--- config.mk ---
export PLATFORM = sky130hd
export DESIGN_NAME = dmairq_top
export DESIGN_NICKNAME = d
export VERILOG_FILES = /design/src/rtl/dmairq_pkg.sv /design/src/rtl/dmairq_status.sv /design/src/rtl/dmairq_route.sv /design/src/rtl/dmairq_ctrl.sv /design/src/rtl/dmairq_top.sv
export SDC_FILE = /design/constraint.sdc
export NUM_CORES = 1
export LEC_CHECK = 0
export ABC_AREA = 0
export BUFFER_PORTS_ARGS = -buffer_cell sky130_fd_sc_hd__buf_2
export CAP_MARGIN = 25
export CORE_MARGIN = 4
export CORE_UTILIZATION = 25
export CTS_CLUSTER_DIAMETER = 120
export DETAILED_ROUTE_END_ITERATION = 8
export PLACE_DENSITY = 0.57
export SLEW_MARGIN = 25
export SYNTH_ARGS = -nofsm -noshare
export SYNTH_HDL_FRONTEND = slang
export SYNTH_SLANG_ARGS = --single-unit
--- constraint.sdc ---
create_clock -name clk -period 4.9 [get_ports clk]
set_input_delay 0.98 -clock clk [delete_from_list [all_inputs] [get_ports clk]]
set_output_delay 0.98 -clock clk [all_outputs]
set_load 0.01 [all_outputs]
--- src/rtl/dmairq_pkg.sv ---
package dmairq_pkg;
  localparam int ADDR_W = 12;
  localparam logic [ADDR_W-1:0] OFS_SUMMARY = 12'h000;
  localparam logic [ADDR_W-1:0] OFS_PENDING = 12'h004;
  localparam logic [ADDR_W-1:0] OFS_EN_SET  = 12'h010;
  localparam logic [ADDR_W-1:0] OFS_EN_CLR  = 12'h01C;
  localparam logic [ADDR_W-1:0] OFS_GSTAT   = 12'hFE0;
  localparam int LINE_BASE = 16;
  localparam int AGGR_BIT  = 8;
endpackage

--- src/rtl/dmairq_status.sv ---
module dmairq_status #(
  parameter int NUM_CH = 15
) (
  input  logic              clk,
  input  logic              rst,
  input  logic [NUM_CH-1:0] flags_i,
  output logic [NUM_CH-1:0] status_o
);
  always_ff @(posedge clk) begin
    if (rst) status_o <= '0;
    else     status_o <= flags_i;
  end

  AST_STATUS_CAPTURE: assert property (@(posedge clk) disable iff (rst)
    1'b1 |=> (status_o == $past(flags_i)));
endmodule

--- src/rtl/dmairq_route.sv ---
module dmairq_route #(
  parameter int NUM_CH    = 15,
  parameter int NUM_DED   = 11,
  parameter int NUM_LINES = NUM_DED + 1
) (
  input  logic [NUM_CH-1:0]    status_i,
  output logic [NUM_LINES-1:0] lines_o
);
  for (genvar k = 0; k < NUM_DED; k++) begin : g_ded
    assign lines_o[k] = status_i[k];
  end
  assign lines_o[NUM_DED] = |status_i[NUM_CH-1:NUM_DED];
endmodule

--- src/rtl/dmairq_ctrl.sv ---
module dmairq_ctrl
  import dmairq_pkg::*;
#(
  parameter int NUM_LINES = 12,
  parameter int DATA_W    = 32
) (
  input  logic                 clk,
  input  logic                 rst,
  input  logic [NUM_LINES-1:0] lines_i,
  input  logic                 en_set_i,
  input  logic                 en_clr_i,
  input  logic [DATA_W-1:0]    wdata_i,
  output logic [DATA_W-1:0]    en_o,
  output logic [DATA_W-1:0]    pend_o,
  output logic [DATA_W-1:0]    summary_o,
  output logic                 irq_o
);
  localparam logic [DATA_W-1:0] ONE = {{(DATA_W-1){1'b0}}, 1'b1};
  localparam logic [DATA_W-1:0] FIELD_MASK = ((ONE << NUM_LINES) - ONE) << LINE_BASE;

  logic [DATA_W-1:0] wmask;
  logic [DATA_W-1:0] lines_w;

  assign wmask   = wdata_i & FIELD_MASK;
  assign lines_w = {{(DATA_W-NUM_LINES){1'b0}}, lines_i} << LINE_BASE;

  always_ff @(posedge clk) begin
    if (rst)           en_o <= '0;
    else if (en_set_i) en_o <= en_o | wmask;
    else if (en_clr_i) en_o <= en_o & ~wmask;
  end

  assign pend_o    = lines_w & en_o;
  assign summary_o = (pend_o != '0) ? (ONE << AGGR_BIT) : '0;

  always_ff @(posedge clk) begin
    if (rst) irq_o <= 1'b0;
    else     irq_o <= (summary_o != '0);
  end

  AST_ENABLE_SET: assert property (@(posedge clk) disable iff (rst)
    en_set_i |=> ((en_o & $past(wmask)) == $past(wmask)));
  AST_DISABLE_CLR: assert property (@(posedge clk) disable iff (rst)
    en_clr_i |=> ((en_o & $past(wmask)) == '0));
  AST_IRQ_FOLLOWS: assert property (@(posedge clk) disable iff (rst)
    1'b1 |=> (irq_o == $past(summary_o != '0)));
endmodule

--- src/rtl/dmairq_top.sv ---
module dmairq_top
  import dmairq_pkg::*;
#(
  parameter int NUM_CH  = 15,
  parameter int NUM_DED = 11,
  parameter int DATA_W  = 32
) (
  input  logic              clk,
  input  logic              rst,
  input  logic [NUM_CH-1:0] ch_flag_i,
  input  logic              bus_wr_i,
  input  logic              bus_rd_i,
  input  logic [ADDR_W-1:0] bus_addr_i,
  input  logic [DATA_W-1:0] bus_wdata_i,
  output logic [DATA_W-1:0] bus_rdata_o,
  output logic              bus_rvalid_o,
  output logic              irq_o
);
  localparam int NUM_LINES = NUM_DED + 1;
  localparam int SHARED_BIT = LINE_BASE + NUM_DED;

  logic [NUM_CH-1:0]    status;
  logic [NUM_LINES-1:0] lines;
  logic [DATA_W-1:0]    en, pend, summary;
  logic                 en_set, en_clr;

  assign en_set = bus_wr_i && (bus_addr_i == OFS_EN_SET);
  assign en_clr = bus_wr_i && (bus_addr_i == OFS_EN_CLR);

  dmairq_status #(.NUM_CH(NUM_CH)) u_status (
    .clk(clk), .rst(rst), .flags_i(ch_flag_i), .status_o(status));

  dmairq_route #(.NUM_CH(NUM_CH), .NUM_DED(NUM_DED), .NUM_LINES(NUM_LINES)) u_route (
    .status_i(status), .lines_o(lines));

  dmairq_ctrl #(.NUM_LINES(NUM_LINES), .DATA_W(DATA_W)) u_ctrl (
    .clk(clk), .rst(rst), .lines_i(lines), .en_set_i(en_set), .en_clr_i(en_clr),
    .wdata_i(bus_wdata_i), .en_o(en), .pend_o(pend), .summary_o(summary),
    .irq_o(irq_o));

  always_ff @(posedge clk) begin
    if (rst) begin
      bus_rvalid_o <= 1'b0;
      bus_rdata_o  <= '0;
    end else begin
      bus_rvalid_o <= bus_rd_i;
      if (bus_rd_i) begin
        case (bus_addr_i)
          OFS_GSTAT:   bus_rdata_o <= {{(DATA_W-NUM_CH){1'b0}}, status};
          OFS_PENDING: bus_rdata_o <= pend;
          OFS_SUMMARY: bus_rdata_o <= summary;
          OFS_EN_SET:  bus_rdata_o <= en;
          default:     bus_rdata_o <= '0;
        endcase
      end
    end
  end

  AST_SHARED_PEND: assert property (@(posedge clk) disable iff (rst)
    ((|status[NUM_CH-1:NUM_DED]) && en[SHARED_BIT]) |-> pend[SHARED_BIT]);
  AST_SUMMARY_AGGR: assert property (@(posedge clk) disable iff (rst)
    (pend != '0) |-> summary[AGGR_BIT]);
endmodule

==> run metrics, run 1 <==
status=complete, no violations; R2R setup slack=3.50 ns; vias per std cell=approximately 4.8; Worst-Margin Slew=a little under 1 ns; Max Clk Rate=380 MHz; Worst-path clk slew=~0.10 ns; Slew Limit Fails=0; nets@finish=between 300 and 400; routability cong.=0.699; top-area cell type share of the netlist area=50.4%; count of input and output buffers=71; Ys Warns=0; Sequential Area=between 1000 and 1500 µm²; crit share post-route=approximately 54%; ys async rst share=0%; Boundary Pins=97; min-delay src=bus_rdata_o[26]$_SDFFE_PP0P_; worst setup path category=primary input to flop; CTS tree=built; WP buf/inv=1; GRT Resource Usage Total=roughly an eighth; sequential-to-total area share from yosys stat=50.4%; CP peak stage delay=0.75 ns; most frequent cells after synthesis=dfxtp_1 (56), nor2b_1 (31), a21oi_1 (17), nand2_1 (17), nor2_1 (17); hold endpoint=bus_rdata_o[26]$_SDFFE_PP0P_; post-CTS setup buffers=0; CP top delay family=simple AND/OR/NAND/NOR gates; r2r startpoint=u_status.status_o[14]$_SDFF_PP0_; Reg power frac=between 50% and 60%; CTS buffer count=5; peak supply drop=~0.14 mV; drt drc=0; largest net degree at the start of global routing=37; final cell count without fillers=just under 400; Hold-fix buffers, CTS=0; WL per Instance=around 15 µm; Worst Hold Class=flop to flop; vias in the first global route=~1900; max cap viols=0; top-count cell post-synth=dfxtp_1; Die Height=approximately 100 µm; antenna cells=0; final hold viol count=0; layout cells sized above 1=between 30% and 40%; clock network power share=36.6%; aggregate negative setup slack=0 ns; Post-Route WL=~6000 µm; H-Tree Depth=2; beginning of the critical path=bus_addr_i[9]; Crit Path Max Fanout=12; Critical Path Source Type=primary input; fin area=2740 µm²; initial antenna violation count=0; max_slew headroom=34.8%; Final Skew=~0.0052 ns; fillers=around 930; LEAKAGE=around 1.3 nW; Final setup violation count=0; synthesized flop and latch total=56; number of flops mapped to enable cells by yosys=0; reg2reg path depth=4; post-route minimum period=about 2.6 ns; synthesized cell area=roughly 2200 µm²; CTS Root Cell=clkbuf_8; multi-input logic area=just over 1000 µm²; post-synth top area cell=dfxtp_1; drt first-iter violations=62; PD cells=roughly 300 nW/µm²; main flop type after synthesis=dfxtp_1; Post-Syn Instances=roughly 220; placed cell area=~2600 µm²; global route overflow=0; hold path depth=2; total core area=just under 9000 µm²; DP Worst Slack=a little under 2 ns; Worst-Skew Late Latency=approximately 0.3 ns; Longest Clk Path Bufs=2; cell-internal power=around 0.64 mW; Psw=roughly 0.18 mW; Final WS setup=between 2 and 2.5 ns; Final HPWL DP=~4400 µm; synth unique cells=34; switching share of power=22.4%; Die X=just over 100 µm; clock sink total=56; DR vias=roughly 1900; R2R Path End=bus_rdata_o[8]$_SDFFE_PP0P_; Worst setup EP type=flop; slowest CP cell=nor4_4; setup repair after global routing missed its margin=no; Cell Chain, Critical Path=buf_2 > or4_4 > nor4_4 > nand2_1 > a32o_2; largest cells by area after synthesis=dfxtp_1 (50%), nor2b_1 (8.7%), a32o_1 (5.4%), a32o_2 (5.1%), a21oi_1 (3.8%); placed insts=384; post-cts resize count=0; WP data required=5.11 ns; drt first pass iters=4; Critical Path AT=between 2 and 3 ns; area delta synth->final=23.1%; Synth Area per Inst=between 10 and 15 µm²; DRT antenna net count=0; share of total power in combinational logic=6.6%; num rows=34; die area=between 10000 and 15000 µm²; Initial Util=25.6%; first-pass GRT wire length=between 9000 and 10000 µm
worst max-delay path by stage:
| stage | endpoint | cells past startpoint |
|---|---|---|
| floorplan | flop | 5 |
| global placement | flop | 5 |
| detailed placement | flop | 5 |
| CTS | flop | 5 |
| global route | flop | 5 |
| finish | flop | 5 |
power by group through the flow:
stage / logic [mW] / clock network, mW / registers [mW]
after floorplan: 0.0319 / 0 / 0.477
after global placement: 0.0538 / 0 / 0.479
after detailed placement: 0.0549 / 0 / 0.479
after CTS: 0.0551 / 0.317 / 0.469
after global routing: 0.0606 / 0.332 / 0.469
final: 0.0543 / 0.302 / 0.468
placed cells by master, fill, tap and decap left out, types with 4 or more instances in the layout:
cell type / synthesis / routed
a21o_1: 10 / 10
a21oi_1: 17 / 17
a22oi_1: 4 / 4
a32o_1: 12 / 12
a32o_2: 10 / 10
buf_2: 1 / 71
clkbuf_8: 0 / 5
conb_1: 1 / 5
dfxtp_1: 56 / 56
nand2_1: 17 / 17
nor2_1: 17 / 17
nor2b_1: 31 / 31
layer usage:
metal	vias up	part of all wire, %	GRT usage (%)
met5	-	0	0
met1	896	43	14.0
met3	6	6.3	2.94
li1	914	-	-
met4	0	1.4	3.43
met2	59	49	20.4
metrics by stage:
stage / hold slack [ns] / power, mW / utilization, %
detailed placement: 0.453 / 0.534 / 30.3
floorplan: 0.477 / 0.508 / -
global route: 0.486 / 0.862 / 31.6
finish: 0.470 / 0.824 / 31.6
global placement: 0.448 / 0.533 / 30.3
CTS: 0.474 / 0.841 / 31.6
cell type report:
| class | count | share of cell area [%] |
|---|---|---|
| timing repair buffer | 71 | 13.0 |
| clock buffer | 6 | 2.65 |
| tap | 108 | 4.93 |
| inverter | 2 | 0.274 |
| sequential | 56 | 40.9 |
| multi-input combinational | 147 | 36.8 |
| clock inverter | 2 | 1.42 |
tightest hold or removal path: stages (launching register included):
cell and delay, ns:
dfxtp_1 0.32, nand2b_1 0.06, a21oi_1 0.05
cell families after synthesis:
group,Yosys count,share of synthesized area [%]
other cells,1,0.168
compound gates,59,21.4
simple gates,83,23.2
flops,56,50.4
buf+inv,20,4.95
Power figures use the tool's default switching activity.
==> run 2, diff against run 1 <==
--- a/config.mk
+++ b/config.mk
@@ -5,14 +5,14 @@
 export SDC_FILE = /design/constraint.sdc
 export NUM_CORES = 1
 export LEC_CHECK = 0
-export ABC_AREA = 0
+export ABC_AREA = 1
 export BUFFER_PORTS_ARGS = -buffer_cell sky130_fd_sc_hd__buf_2
 export CAP_MARGIN = 25
 export CORE_MARGIN = 4
 export CORE_UTILIZATION = 25
 export CTS_CLUSTER_DIAMETER = 120
 export DETAILED_ROUTE_END_ITERATION = 8
-export PLACE_DENSITY = 0.57
+export PLACE_DENSITY = 0.55
 export SLEW_MARGIN = 25
 export SYNTH_ARGS = -nofsm -noshare
 export SYNTH_HDL_FRONTEND = slang
==> constraint.sdc (replaced) <==
create_clock -name clk -period 2.45 [get_ports clk]
set_input_delay 0.49 -clock clk [delete_from_list [all_inputs] [get_ports clk]]
set_output_delay 0.49 -clock clk [all_outputs]
set_load 0.01 [all_outputs]
==> run 2 against run 1 <==
Effect of this change:
- synthesized area up 14%
- die area up 13%
- combinational power rose to 2.6 times the previous value
- largest cell class unchanged
- clock power up 110%
- synthesized cell count up 58%
- first-iteration DRC count up 39%
- highest routed layer is now met5
- non-clock buffer count up 3
- largest power group unchanged
- worst setup slack worse by 1.4 ns
- sequential share of layout area down 4.2 points
- utilization down 0.46 points
==> run metrics, run 2 <==
status=complete, no violations; synthesized flop and latch total=56; Post-Route WL=between 6000 and 7000 µm; Worst-Skew Late Latency=approximately 0.3 ns; Slew Limit Fails=0; crit share post-route=62.7%; WP data required=between 2 and 3 ns; placed cell area=between 2000 and 3000 µm²; aggregate negative setup slack=0 ns; largest net degree at the start of global routing=43; routability cong.=about 0.79; drt first-iter violations=86; GRT Resource Usage Total=10.7%; max cap viols=0; CTS Root Cell=clkbuf_8; placed insts=534; final hold viol count=0; global route overflow=0; area delta synth->final=20.4%; Initial Util=25.9%; peak supply drop=0.275 mV; Longest Clk Path Bufs=2; vias in the first global route=2099; Max Clk Rate=approximately 650 MHz; clock sink total=56; worst setup path category=primary input to flop; most frequent cells in the layout=nand2_1 (101), buf_2 (71), dfxtp_1 (56); Critical Path AT=roughly 1.8 ns; Post-Syn Instances=345; drt first pass iters=4; count of input and output buffers=71; PnR Total Power=around 1.7 mW; Crit Path Max Fanout=16; Fin Hold WS=~0.38 ns; H-Tree Depth=2; largest cells by area after synthesis=dfxtp_1 (44%), nand2_1 (15%), a21oi_1 (5.7%), o21ai_0 (5.5%), inv_1 (5.2%); most frequent cells after synthesis=nand2_1 (101), dfxtp_1 (56), inv_1 (35); Critical Path Source Type=primary input; hold path depth=3; total core area=9820 µm²; R2R setup slack=1.25 ns; initial antenna violation count=1; Worst-path clk slew=0.10 ns; top-count cell post-synth=nand2_1; WL per Instance=11.6 µm; setup repair after global routing missed its margin=no; DR vias=2248; Final HPWL DP=roughly 5000 µm; post-synth top area cell=dfxtp_1; CTS tree=built; PD cells=570 nW/µm²; max_slew headroom=a little under three fifths; synthesized cell area=approximately 2500 µm²; num rows=36; Hold-fix buffers, CTS=0; first-pass GRT wire length=approximately 10000 µm; post-cts resize count=0; min-delay src=ch_flag_i[13]; synth unique cells=29; Worst Hold Class=primary input to flop; r2r startpoint=u_status.status_o[12]$_SDFF_PP0_; layout cells sized above 1=about a quarter; nets@finish=471; post-CTS setup buffers=0; Boundary Pins=between 90 and 100; final cell count without fillers=542; Worst setup EP type=flop; Final WS setup=just over 0.9 ns; Worst-Margin Slew=roughly 0.64 ns; CTS buffer count=5; die area=~12000 µm²; fin util=between 30% and 40%; Final setup violation count=0; Synth Area per Inst=7.36 µm²; Die X=109 µm; reg2reg path depth=8; sequential-to-total area share from yosys stat=about 44%; post-route minimum period=~1.5 ns; LEAKAGE=1.44 nW; drt drc=0; R2R Path End=bus_rdata_o[8]$_SDFFE_PP0P_; ys async rst share=0%; number of flops mapped to enable cells by yosys=0; DP Worst Slack=between 0.5 and 0.6 ns; Ys Warns=0; top-area cell type share of the netlist area=between 40 and 50%; Final Skew=roughly 0.0056 ns; hold endpoint=u_status.status_o[13]$_SDFF_PP0_; antenna cells=0; fillers=about 1100; vias per std cell=roughly 4.1; most common cell after layout, fill and taps aside=nand2_1; DRT antenna net count=0; fin area=3060 µm²; main flop type after synthesis=dfxtp_1; Die Height=about 110 µm
-- run 2: kinds of logic after synthesis --
kind of cell | count (synthesis) | synth area share [%]
AO/OA/AOI/OAI | 68 | 14.9
buffers and inverters | 62 | 12.6
flip-flops | 56 | 44.2
other | 1 | 0.148
AND/OR/NAND/NOR | 158 | 28.2
-- run 2: critical path, stage by stage --
cell     delay, ns
buf_2         0.10
inv_2         0.06
nand2_4       0.06
nor2_8        0.23
nand2_2       0.12
nor3b_4       0.46
nand2_1       0.10
a21oi_1       0.14
-- run 2: final cells by class --
cell class              count  area (µm²)  area share [%]
well taps                 133         166            5.45
inverters                  40         150            4.91
repair buffers             74         378            12.4
clock buffers               7        96.3            3.15
multi-input cells         231        1110            36.4
flip-flops and latches     56        1120            36.7
clock inverters             1        30.0           0.983
-- run 2: how the worst max path moves through the flow --
stage,from,to,depth (start not counted)
2_1_floorplan,bus_addr_i[6],flop,6
3_3_place_gp,bus_addr_i[9],flop,8
3_5_place_dp,bus_addr_i[10],flop,8
4_1_cts,bus_addr_i[10],flop,8
5_1_grt,bus_addr_i[8],flop,8
6_report,bus_addr_i[9],flop,8
-- run 2: power by group --
group	switching (mW)	internal [mW]
Clock	0.288	0.361
Sequential	0.0166	0.935
Combinational	0.0887	0.0535
Total	0.394	1.35
-- run 2: per-layer routing --
layer  GRT usage, %  routed length [µm]  up-vias
li1               -                   -     1200
met1           14.6                3040      979
met2           16.8                2790       59
met3           2.78                 379        8
met4           3.07                  78        2
met5              0                   7        -
==> run 3, diff against run 2 <==
--- a/config.mk
+++ b/config.mk
@@ -5,14 +5,14 @@
 export SDC_FILE = /design/constraint.sdc
 export NUM_CORES = 1
 export LEC_CHECK = 0
-export ABC_AREA = 1
+export ABC_AREA = 0
 export BUFFER_PORTS_ARGS = -buffer_cell sky130_fd_sc_hd__buf_2
 export CAP_MARGIN = 25
 export CORE_MARGIN = 4
 export CORE_UTILIZATION = 25
 export CTS_CLUSTER_DIAMETER = 120
 export DETAILED_ROUTE_END_ITERATION = 8
-export PLACE_DENSITY = 0.55
+export PLACE_DENSITY = 0.57
 export SLEW_MARGIN = 25
 export SYNTH_ARGS = -nofsm -noshare
 export SYNTH_HDL_FRONTEND = slang
==> constraint.sdc (replaced) <==
create_clock -name clk -period 1.6 [get_ports clk]
set_input_delay 0.32 -clock clk [delete_from_list [all_inputs] [get_ports clk]]
set_output_delay 0.32 -clock clk [all_outputs]
set_load 0.01 [all_outputs]
==> run 3 against run 2 <==
Effect of this change:
- worst setup slack worse by 0.83 ns
- largest cell class unchanged
- sequential power up 50%
- critical path type unchanged
- register-to-register slack worse by 1.1 ns
- critical path depth down 2
- die area down 11%
- count of clock-buffer cells in the layout unchanged
- sequential share of layout area up 2.1 points
- non-clock buffer count up 16
- via count down 15%
- wire length down 3.5%
- largest power group unchanged
==> run metrics, run 3 (synthesized netlist as in run 1, its figures left out) <==
Longest Clk Path Bufs=2; Initial Util=between 20% and 30%; area delta synth->final=29.8%; Hold-fix buffers, CTS=0; drt first-iter violations=between 50 and 60; Cell Chain, Critical Path=buf_2 > or4_4 > nor4_4 > buf_12 > nand2_1 > a32o_2; Max Clk Rate=659 MHz; largest net degree at the start of global routing=23; total core area=around 8700 µm²; R2R setup slack=approximately 0.18 ns; count of input and output buffers=a little over 70; nets@finish=365; PnR Total Power=2.43 mW; Final HPWL DP=around 4600 µm; reg2reg path depth=4; fillers=around 900; num rows=34; slowest CP cell=or4_4; Critical Path AT=1.73 ns; WL per Instance=~15 µm; crit share post-route=between 90% and 100%; Slew Limit Fails=0; Critical Path Source Type=primary input; worst setup path category=primary input to flop; drt first pass iters=4; initial antenna violation count=0; CTS buffer count=5; CTS Root Cell=clkbuf_8; PD cells=around 840 nW/µm²; Worst Hold Class=primary input to flop; first-pass GRT wire length=roughly 9700 µm; DR vias=around 1900; CP top delay family=simple AND/OR/NAND/NOR gates; Worst-Skew Late Latency=about 0.31 ns; vias per std cell=4.64; r2r startpoint=u_status.status_o[14]$_SDFF_PP0_; most frequent cells in the layout=buf_2 (71), dfxtp_1 (56), nor2b_1 (31); Post-Route WL=a little over 6000 µm; setup repair after global routing missed its margin=yes; clock sink total=56; DRT antenna net count=0; hold endpoint=u_status.status_o[5]$_SDFF_PP0_; CTS tree=built; post-route minimum period=between 1.5 and 2 ns; vias in the first global route=~1900; Worst-Margin Slew=about 0.83 ns; drt drc=0; CP peak stage delay=0.59 ns; Die X=102 µm; die area=roughly 10000 µm²; peak supply drop=0.330 mV; Crit Path Max Fanout=12; most common cell after layout, fill and taps aside=buf_2; WP buf/inv=2; Worst-path clk slew=0.10 ns; Fin Hold WS=0.213 ns; Final Skew=about 0.0042 ns; H-Tree Depth=2; LEAKAGE=between 1 and 1.5 nW; routability cong.=0.708; status=complete, no violations; max_slew headroom=around 44%; min-delay src=ch_flag_i[5]; global route overflow=0; Boundary Pins=97; Die Height=between 100 and 150 µm; R2R Path End=bus_rdata_o[8]$_SDFFE_PP0P_; antenna cells=0; GRT Resource Usage Total=about an eighth; Worst setup EP type=flop; final hold viol count=0; WP data required=between 1.5 and 2 ns; max cap viols=0; Final setup violation count=0; hold path depth=2; layout cells sized above 1=between 30% and 40%
## run 3: cell count changes in the layout (fill, tap and decap cells not counted), moves of 7 or more
| cell | delta |
|---|---|
| nand2_1 | -84 |
| inv_1 | -33 |
| nor2b_1 | +31 |
| o21ai_0 | -27 |
| buf_4 | +15 |
| a21oi_1 | -12 |
| a32o_1 | +12 |
| nor2_1 | -12 |
| a21o_1 | +10 |
| a21oi_2 | -10 |
| a32o_2 | +10 |
| nand4_1 | -7 |
## run 3: final cells by class
| type | count | area, µm² | share of cell area [%] |
|---|---|---|---|
| clock buffer | 7 | 86.3 | 2.99 |
| clock inverter | 1 | 7.51 | 0.260 |
| inverter | 2 | 7.51 | 0.260 |
| multi-input combinational | 147 | 1020 | 35.3 |
| sequential | 56 | 1120 | 38.8 |
| tap | 108 | 135 | 4.68 |
| timing repair buffer | 90 | 510 | 17.7 |
## run 3: metrics by stage
stage / TNS [ns] / setup WS (ns) / instances / utilization, % / cell area (µm²)
final: 0 / 0.0824 / 411 / 33.3 / 2890
after global routing: -0.00235 / -0.00235 / 411 / 33.3 / 2890
after CTS: 0 / 0.0722 / 411 / 33.3 / 2890
after detailed placement: -6.35 / -0.254 / 403 / 32.2 / 2800
after global placement: -6.12 / -0.277 / 403 / 32.2 / 2800
after floorplan: -1.20 / -0.0937 / 223 / - / 2250
## run 3: worst max-delay path by stage
stage	start	end	slack, ns	cells past startpoint
after floorplan	bus_addr_i[9]	flop	-0.09	5
after global placement	bus_addr_i[9]	flop	-0.28	6
after detailed placement	bus_addr_i[9]	flop	-0.25	6
after CTS	bus_addr_i[9]	flop	0.07	6
after global routing	bus_addr_i[5]	flop	-0.002	6
final	bus_addr_i[5]	flop	0.08	6
## run 3: metal layers
layer / global-route usage, % / vias up / share of wire [%]
met5: 0 / - / 0
met4: 3.94 / 0 / 1.2
met3: 3.89 / 5 / 8.4
met2: 20.8 / 51 / 50
met1: 14.3 / 903 / 41
li1: - / 948 / -
## run 3: timing repair
action	CTS	global route
buffers inserted	0	0
endpoints found under the setup margin	0	1
gates resized for setup	0	0
## run 3: power by group
| part | leakage, nW | internal, mW | switching, mW |
|---|---|---|---|
| sequential | 0.455 | 1.41 | 0.0194 |
| combinational | 0.863 | 0.0868 | 0.100 |
| clock | 0.0445 | 0.353 | 0.456 |
